$ cat config.mk
export PLATFORM = sky130hd
export DESIGN_NAME = dbk_top
export DESIGN_NICKNAME = d
export VERILOG_FILES = /design/src/rtl/dbk_pkg.sv /design/src/rtl/dbk_edge_mon.sv /design/src/rtl/dbk_pending.sv /design/src/rtl/dbk_arb.sv /design/src/rtl/dbk_wr_master.sv /design/src/rtl/dbk_top.sv
export SDC_FILE = /design/constraint.sdc
export NUM_CORES = 1
export LEC_CHECK = 0
export BUFFER_PORTS_ARGS = -buffer_cell sky130_fd_sc_hd__buf_4
export CAP_MARGIN = 10
export CELL_PAD_IN_SITES_DETAIL_PLACEMENT = 2
export CELL_PAD_IN_SITES_GLOBAL_PLACEMENT = 2
export CORE_MARGIN = 5
export CORE_UTILIZATION = 31
export DETAILED_ROUTE_END_ITERATION = 16
export GPL_TIMING_DRIVEN = 0
export PLACE_DENSITY = 0.83
export SYNTH_ARGS = -nofsm -noshare
export SYNTH_HDL_FRONTEND = slang
export SYNTH_SLANG_ARGS = --single-unit
export TNS_END_PERCENT = 20
$ cat constraint.sdc
create_clock -name clk_i -period 1.5 [get_ports clk_i]
set_input_delay 0.15 -clock clk_i [delete_from_list [all_inputs] [get_ports clk_i]]
set_output_delay 0.15 -clock clk_i [all_outputs]
set_load 0.005 [all_outputs]
$ cat src/rtl/dbk_pkg.sv
package dbk_pkg;
  typedef enum logic [1:0] {
    ARB_IDLE = 2'd0,
    ARB_DBK  = 2'd1,
    ARB_OTH  = 2'd2
  } arb_state_e;

  // cycles after reset release before edges count
  localparam int unsigned WARM_CYC = 3;
endpackage

$ cat src/rtl/dbk_edge_mon.sv
module dbk_edge_mon #(
  parameter int unsigned W = 17
) (
  input  logic         clk_i,
  input  logic         rst_ni,
  input  logic [W-1:0] lvl_i,
  input  logic [W-1:0] mask_i,
  output logic [W-1:0] lvl_o,
  output logic         chg_o
);
  import dbk_pkg::*;

  localparam int unsigned CW = $clog2(WARM_CYC + 1);

  logic [W-1:0] edge_w;
  logic [CW-1:0] warm_q;
  logic          armed;

  for (genvar b = 0; b < W; b++) begin : g_line
    logic s1_q, s2_q, hist_q;
    always_ff @(posedge clk_i or negedge rst_ni) begin
      if (!rst_ni) begin
        s1_q   <= 1'b0;
        s2_q   <= 1'b0;
        hist_q <= 1'b0;
      end else begin
        s1_q   <= lvl_i[b];
        s2_q   <= s1_q;
        hist_q <= s2_q;
      end
    end
    assign lvl_o[b]  = s2_q;
    assign edge_w[b] = (s2_q ^ hist_q) & mask_i[b];
  end

  // history fills from the synchronizer before edges are trusted
  always_ff @(posedge clk_i or negedge rst_ni) begin
    if (!rst_ni)     warm_q <= '0;
    else if (!armed) warm_q <= warm_q + 1'b1;
  end

  assign armed = (warm_q == CW'(WARM_CYC));
  assign chg_o = armed & (|edge_w);

endmodule

$ cat src/rtl/dbk_pending.sv
module dbk_pending (
  input  logic clk_i,
  input  logic rst_ni,
  input  logic chg_i,
  input  logic take_i,
  output logic pend_o
);
  logic pend_q;

  always_ff @(posedge clk_i or negedge rst_ni) begin
    if (!rst_ni) pend_q <= 1'b0;
    else         pend_q <= (pend_q & ~take_i) | chg_i;
  end

  assign pend_o = pend_q;


  chg_sets_pend_chk: assert property (@(posedge clk_i) disable iff (!rst_ni)
    chg_i |=> pend_o);


  take_clears_pend_chk: assert property (@(posedge clk_i) disable iff (!rst_ni)
    (take_i && !chg_i) |=> !pend_o);

endmodule

$ cat src/rtl/dbk_arb.sv
module dbk_arb #(
  parameter int unsigned N_OTH = 2
) (
  input  logic             clk_i,
  input  logic             rst_ni,
  input  logic             dbk_req_i,
  input  logic             dbk_done_i,
  input  logic [N_OTH-1:0] oth_req_i,
  input  logic [N_OTH-1:0] oth_done_i,
  output logic             dbk_own_o,
  output logic [N_OTH-1:0] oth_own_o,
  output logic             bus_req_no
);
  import dbk_pkg::*;

  localparam int unsigned IW = (N_OTH > 1) ? $clog2(N_OTH) : 1;

  arb_state_e    state_q, state_d;
  logic [IW-1:0] idx_q, idx_d, pick;
  logic          oth_any;

  always_comb begin
    oth_any = |oth_req_i;
    pick    = '0;
    for (int i = N_OTH - 1; i >= 0; i--) begin
      if (oth_req_i[i]) pick = IW'(i);
    end
  end

  always_comb begin
    state_d = state_q;
    idx_d   = idx_q;
    unique case (state_q)
      ARB_IDLE: begin
        if (dbk_req_i) begin
          state_d = ARB_DBK;
        end else if (oth_any) begin
          state_d = ARB_OTH;
          idx_d   = pick;
        end
      end
      ARB_DBK: if (dbk_done_i) state_d = ARB_IDLE;
      ARB_OTH: if (oth_done_i[idx_q]) state_d = ARB_IDLE;
      default: state_d = ARB_IDLE;
    endcase
  end

  always_ff @(posedge clk_i or negedge rst_ni) begin
    if (!rst_ni) begin
      state_q <= ARB_IDLE;
      idx_q   <= '0;
    end else begin
      state_q <= state_d;
      idx_q   <= idx_d;
    end
  end

  assign dbk_own_o  = (state_q == ARB_DBK);
  assign bus_req_no = (state_q == ARB_IDLE);

  for (genvar i = 0; i < N_OTH; i++) begin : g_own
    assign oth_own_o[i] = (state_q == ARB_OTH) && (idx_q == IW'(i));


    oth_hold_chk: assert property (@(posedge clk_i) disable iff (!rst_ni)
      (oth_own_o[i] && !oth_done_i[i]) |=> oth_own_o[i]);
  end


  dbk_first_chk: assert property (@(posedge clk_i) disable iff (!rst_ni)
    (bus_req_no && dbk_req_i) |=> dbk_own_o);


  dbk_next_chk: assert property (@(posedge clk_i) disable iff (!rst_ni)
    ((state_q == ARB_OTH) && oth_done_i[idx_q] && dbk_req_i) |=> ##1 dbk_own_o);


  gap_after_dbk_chk: assert property (@(posedge clk_i) disable iff (!rst_ni)
    (dbk_own_o && dbk_done_i) |=> bus_req_no);

endmodule

$ cat src/rtl/dbk_wr_master.sv
module dbk_wr_master #(
  parameter int unsigned ADDR_W = 32,
  parameter int unsigned DATA_W = 32,
  parameter int unsigned SNAP_W = 17
) (
  input  logic              clk_i,
  input  logic              rst_ni,
  input  logic              own_i,
  input  logic              bus_gnt_ni,
  input  logic [SNAP_W-1:0] snap_i,
  input  logic [ADDR_W-1:0] addr_i,
  input  logic              done_i,
  output logic              take_o,
  output logic              fin_o,
  output logic              wr_valid_o,
  output logic [ADDR_W-1:0] wr_addr_o,
  output logic [DATA_W-1:0] wr_data_o
);
  localparam int unsigned PAD_W = DATA_W - SNAP_W;

  logic              busy_q;
  logic [ADDR_W-1:0] addr_q;
  logic [DATA_W-1:0] data_q;

  assign take_o = own_i & ~busy_q & ~bus_gnt_ni;
  assign fin_o  = busy_q & done_i;

  always_ff @(posedge clk_i or negedge rst_ni) begin
    if (!rst_ni) begin
      busy_q <= 1'b0;
      addr_q <= '0;
      data_q <= '0;
    end else begin
      if (take_o) begin
        busy_q <= 1'b1;
        addr_q <= addr_i;
        data_q <= {{PAD_W{1'b0}}, snap_i};
      end else if (fin_o) begin
        busy_q <= 1'b0;
      end
    end
  end

  assign wr_valid_o = busy_q;
  assign wr_addr_o  = addr_q;
  assign wr_data_o  = data_q;


  wr_hold_chk: assert property (@(posedge clk_i) disable iff (!rst_ni)
    (wr_valid_o && !done_i) |=> (wr_valid_o && $stable(wr_addr_o) && $stable(wr_data_o)));


  wr_owner_chk: assert property (@(posedge clk_i) disable iff (!rst_ni)
    wr_valid_o |-> own_i);

endmodule

$ cat src/rtl/dbk_top.sv
module dbk_top #(
  parameter int unsigned IRQ_W  = 16,
  parameter int unsigned N_OTH  = 2,
  parameter int unsigned ADDR_W = 32,
  parameter int unsigned DATA_W = 32
) (
  input  logic              clk_i,
  input  logic              rst_ni,
  input  logic [IRQ_W-1:0]  irq_i,
  input  logic              smi_i,
  input  logic              smi_en_i,
  input  logic [ADDR_W-1:0] dbk_addr_i,
  input  logic [N_OTH-1:0]  oth_req_i,
  input  logic [N_OTH-1:0]  oth_done_i,
  output logic [N_OTH-1:0]  oth_own_o,
  output logic              bus_req_no,
  input  logic              bus_gnt_ni,
  output logic              wr_valid_o,
  output logic [ADDR_W-1:0] wr_addr_o,
  output logic [DATA_W-1:0] wr_data_o,
  input  logic              wr_done_i
);
  localparam int unsigned SNAP_W = IRQ_W + 1;

  logic [SNAP_W-1:0] snap;
  logic [SNAP_W-1:0] mask;
  logic              chg, pend, take, fin, dbk_own;

  assign mask = {smi_en_i, {IRQ_W{1'b1}}};

  dbk_edge_mon #(.W(SNAP_W)) u_edge (
    .clk_i  (clk_i),
    .rst_ni (rst_ni),
    .lvl_i  ({smi_i, irq_i}),
    .mask_i (mask),
    .lvl_o  (snap),
    .chg_o  (chg)
  );

  dbk_pending u_pend (
    .clk_i  (clk_i),
    .rst_ni (rst_ni),
    .chg_i  (chg),
    .take_i (take),
    .pend_o (pend)
  );

  dbk_arb #(.N_OTH(N_OTH)) u_arb (
    .clk_i      (clk_i),
    .rst_ni     (rst_ni),
    .dbk_req_i  (pend),
    .dbk_done_i (fin),
    .oth_req_i  (oth_req_i),
    .oth_done_i (oth_done_i),
    .dbk_own_o  (dbk_own),
    .oth_own_o  (oth_own_o),
    .bus_req_no (bus_req_no)
  );

  dbk_wr_master #(.ADDR_W(ADDR_W), .DATA_W(DATA_W), .SNAP_W(SNAP_W)) u_wr (
    .clk_i      (clk_i),
    .rst_ni     (rst_ni),
    .own_i      (dbk_own),
    .bus_gnt_ni (bus_gnt_ni),
    .snap_i     (snap),
    .addr_i     (dbk_addr_i),
    .done_i     (wr_done_i),
    .take_o     (take),
    .fin_o      (fin),
    .wr_valid_o (wr_valid_o),
    .wr_addr_o  (wr_addr_o),
    .wr_data_o  (wr_data_o)
  );


  valid_needs_pin_chk: assert property (@(posedge clk_i) disable iff (!rst_ni)
    wr_valid_o |-> !bus_req_no);


  reset_quiet_chk: assert property (@(posedge clk_i)
    !rst_ni |-> (bus_req_no && !wr_valid_o));

endmodule

==> results of run 1 <==
==> cell type report <==
| cell class | count | area (um2) | area share [%] |
|---|---|---|---|
| multi-input cells | 106 | 1090 | 19.8 |
| plain buffers | 21 | 214 | 3.87 |
| inverters | 3 | 11.3 | 0.204 |
| clock buffers | 11 | 243 | 4.39 |
| clock inverters | 4 | 33.8 | 0.611 |
| well taps | 147 | 184 | 3.33 |
| repair buffers | 133 | 1070 | 19.4 |
| flip-flops and latches | 107 | 2680 | 48.4 |
==> through the flow <==
step           util (%)  setup TNS, ns  hold slack, ns  instance area [um2]  total power [mW]
2_1_floorplan         -          -1.98          -0.146                 3840              4.54
3_3_place_gp       40.4         -12.72           0.259                 4850              5.62
3_5_place_dp       40.6         -15.47           0.184                 4880              5.76
4_1_cts            45.6          -4.57          0.0103                 5480              8.28
5_1_grt            46.0          -7.97         0.00659                 5530              8.69
6_report           46.0          -4.89          0.0315                 5530              8.21
==> critical path, stage by stage (launching register included) <==
cell and delay [ns]:
dfrtp_1 0.38, buf_6 0.14, nor4b_4 0.29, buf_6 0.21
buf_8 0.16, mux2_2 0.33
==> cells in the mapped netlist <==
| master | number | share of area, % |
|---|---|---|
| nor2_1 | 4 | 0.40 |
| o221ai_1 | 1 | 0.23 |
| xor2_1 | 1 | 0.23 |
| mux2_4 | 8 | 3.2 |
| mux2_2 | 42 | 12 |
| inv_1 | 3 | 0.30 |
| xnor2_1 | 17 | 3.9 |
| a311oi_1 | 1 | 0.23 |
| mux2i_1 | 1 | 0.26 |
| and3b_2 | 1 | 0.26 |
| o31ai_1 | 1 | 0.20 |
| dfrtp_1 | 107 | 71 |
| buf_4 | 15 | 3.0 |
| nand4_1 | 4 | 0.66 |
| nor3_1 | 2 | 0.26 |
| nor3b_1 | 1 | 0.20 |
| ha_1 | 1 | 0.33 |
| buf_6 | 6 | 1.8 |
| a21oi_1 | 4 | 0.53 |
| a21o_2 | 1 | 0.23 |
| conb_1 | 1 | 0.099 |
| nor4b_4 | 1 | 0.63 |
==> per-layer routing <==
metal	track usage [%]	share of wire [%]	up-vias	wire, um
met4	3.82	0.77	0	74
met2	25.1	56	78	5440
met1	14.5	36	1178	3510
met3	5.71	6.6	9	633
met5	0	0	-	0
li1	-	-	1039	-
==> cells by family (layout without fill, tap and decap cells) <==
group | after synthesis | in the layout | synth area share (%)
flip-flops | 107 | 107 | 70.6
multiplexers | 51 | 51 | 15.9
buffers and inverters | 24 | 172 | 5.05
XOR/XNOR | 18 | 18 | 4.16
AND/OR/NAND/NOR | 13 | 13 | 2.41
AO/OA/AOI/OAI | 8 | 8 | 1.42
adder cells (fa/ha/maj) | 1 | 1 | 0.330
other | 1 | 15 | 0.0989
==> registers in the layout, summed over array words and instances, names as in the netlist <==
register and cells:
u_pend.pend_o 1, u_arb.idx_q 1, u_edge.g_line.s1_q 17, u_wr.wr_valid_o 1, u_wr.wr_data_o 17, u_arb.state_q 2, u_edge.g_line.hist_q 17, u_edge.g_line.s2_q 17
u_wr.wr_addr_o 32, u_edge.warm_q 2
==> power breakdown <==
group / switching (mW) / internal, mW
Clock: 1.04 / 1.18
Combinational: 0.713 / 1.49
Sequential: 0.347 / 3.44
Total: 2.10 / 6.11
==> worst max path at each step <==
stage	slack [ns]	end	startpoint	depth (start not counted)
5_1_grt	-0.18	u_wr.wr_addr_o[13]	u_arb.state_q[1]	5
6_report	-0.12	u_wr.wr_addr_o[21]	u_arb.state_q[1]	5
3_5_place_dp	-0.35	u_wr.wr_data_o[10]	u_arb.state_q[1]	4
2_1_floorplan	-0.04	u_wr.wr_addr_o[0]	u_arb.state_q[1]	4
3_3_place_gp	-0.29	u_wr.wr_data_o[12]	u_arb.state_q[1]	4
4_1_cts	-0.12	u_wr.wr_addr_o[24]	u_arb.state_q[1]	5
==> repair_timing <==
action	in CTS	in global routing
resized for setup	27	14
buffers inserted	2	0
hold buffers	20	0
setup endpoints to repair	51	50
pin swaps	1	0
hold endpoints to repair	58	0
==> reports/metrics.yaml, run 1 <==
timing:
  worstMarginPinSlew_ns: 0.567
  drv_slew: 0
  final_hold_viol_count: 0
  worst_clock_skew_ns: 0.00475
  relSlewSlack_pct: 62.2
  period_needed_ns: 1.62
  fmax_mhz: 619
  setup_viol: 49
  period_share_pct: 108
  grt_setup_unrepaired: "yes"
  setup_slack_ns: -0.116
outcome:
  violations: "negative setup slack"
  status: "finished, violations left"
placement:
  portBuffers: 110
  routabilityCongestion: 0.695
  dpl.cell_count: 495
  dpl_worst_slack_ns: -0.348
  dp_hpwl_um: 6590
detailed_routing:
  antenna_left: 0
  vias: 2304
  postRouteWirelength_um: 9660
  first_pass_iters: 3
  wl_per_cell_um: 18.1
  vias_per_cell: 4.33
  route.detailed.drc: 0
  drt_iter0_markers: 46
cells_and_area:
  final_nets: 440
  antennaDiodeCount: 0
  areaGrowthSynthToFinish_pct: 45.9
  stdcell_count: 532
  layout-drive-gt1-share_pct: 52.2
  layout_common_cells: "buf_4, dfrtp_1, mux2_4"
  layout_commonest_cell: "buf_4"
  fillers: 1148
global_route:
  grt-ovfl-total: 0
  grt_pass1_wl_um: 15200
  grt_max_degree: 69
  first_global_vias: 2781
  antenna_found_initial: 0
  grtUsageTotal_pct: 13.8
worst_setup_path:
  r2r-end: "u_wr.wr_addr_o[21]"
  required_ns: 1.74
  start_kind: "register"
  arrival_ns: 1.85
  endpoint_kind: "register"
  crit_fanout: 10
  reg2reg_slack_ns: -0.12
  path_class: "register to register"
  r2r_start: "u_arb.state_q[1]"
  reg2reg_depth: 5
floorplanning:
  rows: 40
  coreArea_um2: 12000
  die_h_um: 121
  ioPinCount: 126
  dieWidth_um: 121
  start_util_pct: 31.6
  die-area_um2: 14500
clock_network:
  cts_root_buf: "clkbuf_16"
  htreeDepth: 3
  cts_tree: "yes"
  cts_buffer_depth: 2
  clk_pin_slew_ns: 0.07
  clk_latency_ns: 0.35
  cts_num_sinks: 107
  cts_made_buffers: 9
hold_path:
  hp-class: "input port to register"
  holdPathStages: 2
  holdPathEnd: "u_wr.wr_addr_o[1]"
  worstHoldStart: "dbk_addr_i[1]"
flow_run:
  maxCapViolations: 0
synthesis:
  ys_types: 22
  yosysWarnings: 0
  syn_area_um2: 3790
  ys_ff_latch: 107
  synth_area_per_cell_um2: 17.0
  synth_cells: 223
  seq_area_frac_synth_pct: 70.6
pwr:
  ir_drop_uv: 823
  powerDensity_nw_per_um2: 1480
  leakage_nw: 2.65
No activity file was read; power rests on OpenSTA's default activity.
==> run 2: changes to the inputs <==
PLACE_DENSITY = 0.73   (was 0.83)
clock period = 1.3 ns   (was 1.5 ns; I/O delays follow)
==> run 2 against run 1 <==
Against the previous run:
- sequential power is 16% higher
- power is 22% higher
- register-to-register slack worse by 0.14 ns
- die area stayed put
- via count is 4.5% higher
- clock power is 30% higher
- largest cell class unchanged
- the flow still finishes with violations (negative setup slack)
- first-iteration DRC count is 24% lower
==> reports/metrics.yaml, run 2 (same netlist as run 1, synthesis figures left out) <==
outcome:
  status: "finished, violations left"
  violations: "negative setup slack"
cells_and_area:
  antennaDiodeCount: 0
  multi_input_area_um2: 1130
  layout_common_cells: "buf_4, dfrtp_1, mux2_4"
  fillers: 1115
  final_nets: 469
  stdcell_count: 562
  regArea_um2: 2680
  layout_commonest_cell: "buf_4"
  largest_reg_flops: 32
  areaGrowthSynthToFinish_pct: 56.9
  fin_util_pct: 49.5
  layout-drive-gt1-share_pct: 51.1
timing:
  fin_hold_ws_ns: 0.0177
  worst_clock_skew_ns: 0.00968
  setup_slack_ns: -0.253
  relSlewSlack_pct: 60.6
  setup_viol: 52
  final_hold_viol_count: 0
  worstMarginPinSlew_ns: 0.591
  fmax_mhz: 644
  drv_slew: 0
  period_needed_ns: 1.55
  grt_setup_unrepaired: "yes"
  period_share_pct: 119
detailed_routing:
  postRouteWirelength_um: 9870
  vias_per_cell: 4.28
  wl_per_cell_um: 17.6
  drt_iter0_markers: 35
  route.detailed.drc: 0
  antenna_left: 0
  vias: 2408
  first_pass_iters: 2
floorplanning:
  coreArea_um2: 12000
  ioPinCount: 126
  rows: 40
  die-area_um2: 14500
  dieWidth_um: 121
  die_h_um: 121
  start_util_pct: 31.6
pwr:
  ir_drop_uv: 1020
  p_comb_share_pct: 27.5
  switching_power_mw: 2.63
  intPower_mw: 7.42
  leakage_nw: 2.85
  p_clk_share_pct: 28.8
  total_power_mw: 10.0
  pwr-share-seq_pct: 43.6
  powerDensity_nw_per_um2: 1690
  p_sw_share_pct: 26.2
global_route:
  grt-ovfl-total: 0
  antenna_found_initial: 0
  grt_pass1_wl_um: 14800
  first_global_vias: 2742
  grtUsageTotal_pct: 13.5
  grt_max_degree: 66
worst_setup_path:
  endpoint_kind: "register"
  arrival_ns: 1.79
  path_class: "register to register"
  crit_fanout: 6
  required_ns: 1.54
  start_kind: "register"
placement:
  dp_hpwl_um: 6060
  portBuffers: 110
  dpl_worst_slack_ns: -0.548
  routabilityCongestion: 0.665
  dpl.cell_count: 495
clock_network:
  cts_root_buf: "clkbuf_16"
  cts_tree: "yes"
  htreeDepth: 3
  clk_latency_ns: 0.35
  cts_num_sinks: 107
  clk_pin_slew_ns: 0.08
  cts_buffer_depth: 2
  cts_made_buffers: 9
hold_path:
  hp-class: "input port to register"
flow_run:
  maxCapViolations: 0
## run 2: final timing paths
path                                        start                      to  slack [ns]  depth (start not counted)
hold / removal                     dbk_addr_i[23]      u_wr.wr_addr_o[23]        0.02                          2
max in group asynchronous                  rst_ni        u_arb.state_q[0]        0.24                          3
setup / recovery                  u_wr.wr_valid_o      u_wr.wr_addr_o[30]       -0.25                          4
setup reg to reg                  u_wr.wr_valid_o      u_wr.wr_addr_o[30]       -0.25                          4
hold reg to reg            u_edge.g_line[10].s1_q  u_edge.g_line[10].s2_q        0.35                          0
min in group asynchronous                  rst_ni      u_wr.wr_addr_o[29]        0.32                          2
## run 2: layout make-up
type | count | area share [%]
multi-input cells | 106 | 19.1
repair buffers | 162 | 23.7
flip-flops and latches | 107 | 45.0
clock buffers | 9 | 3.79
inverters | 3 | 0.189
clock inverters | 7 | 1.58
plain buffers | 21 | 3.60
well taps | 147 | 3.09
## run 2: layer usage
| metal | vias to the layer above | part of all wire (%) | global-route usage, % |
|---|---|---|---|
| li1 | 1104 | - | - |
| met1 | 1220 | 38 | 15.3 |
| met2 | 74 | 53 | 23.2 |
| met3 | 10 | 6.9 | 5.05 |
| met4 | 0 | 1.4 | 4.89 |
| met5 | - | 0 | 0 |
## run 2: worst max-delay path: stages (launching register included)
cell and delay, ns:
dfrtp_1 0.44, nor4b_4 0.33, buf_6 0.21, clkbuf_16 0.17
mux2_4 0.30
## run 2: through the flow
stage | setup TNS [ns] | area (um2)
final | -11.48 | 5950
after global routing | -14.37 | 5950
after CTS | -14.49 | 5720
after detailed placement | -25.56 | 4880
after global placement | -29.45 | 4850
after floorplan | -11.74 | 3840
## run 2: power groups by stage
stage	clock network (mW)	logic [mW]	registers, mW
4_1_cts	2.98	2.51	4.36
5_1_grt	3.13	2.96	4.49
2_1_floorplan	0	0.849	4.39
6_report	2.89	2.77	4.38
3_3_place_gp	0	2.14	4.36
3_5_place_dp	0	2.21	4.41
## run 2: repair_timing
action | CTS | global route
endpoints found under the setup margin | 53 | 53
gates cloned | 0 | 3
endpoints found under the hold margin | 82 | 2
gates resized for setup | 24 | 30
pin swaps | 1 | 2
buffers inserted | 3 | 2
hold buffers | 41 | 2
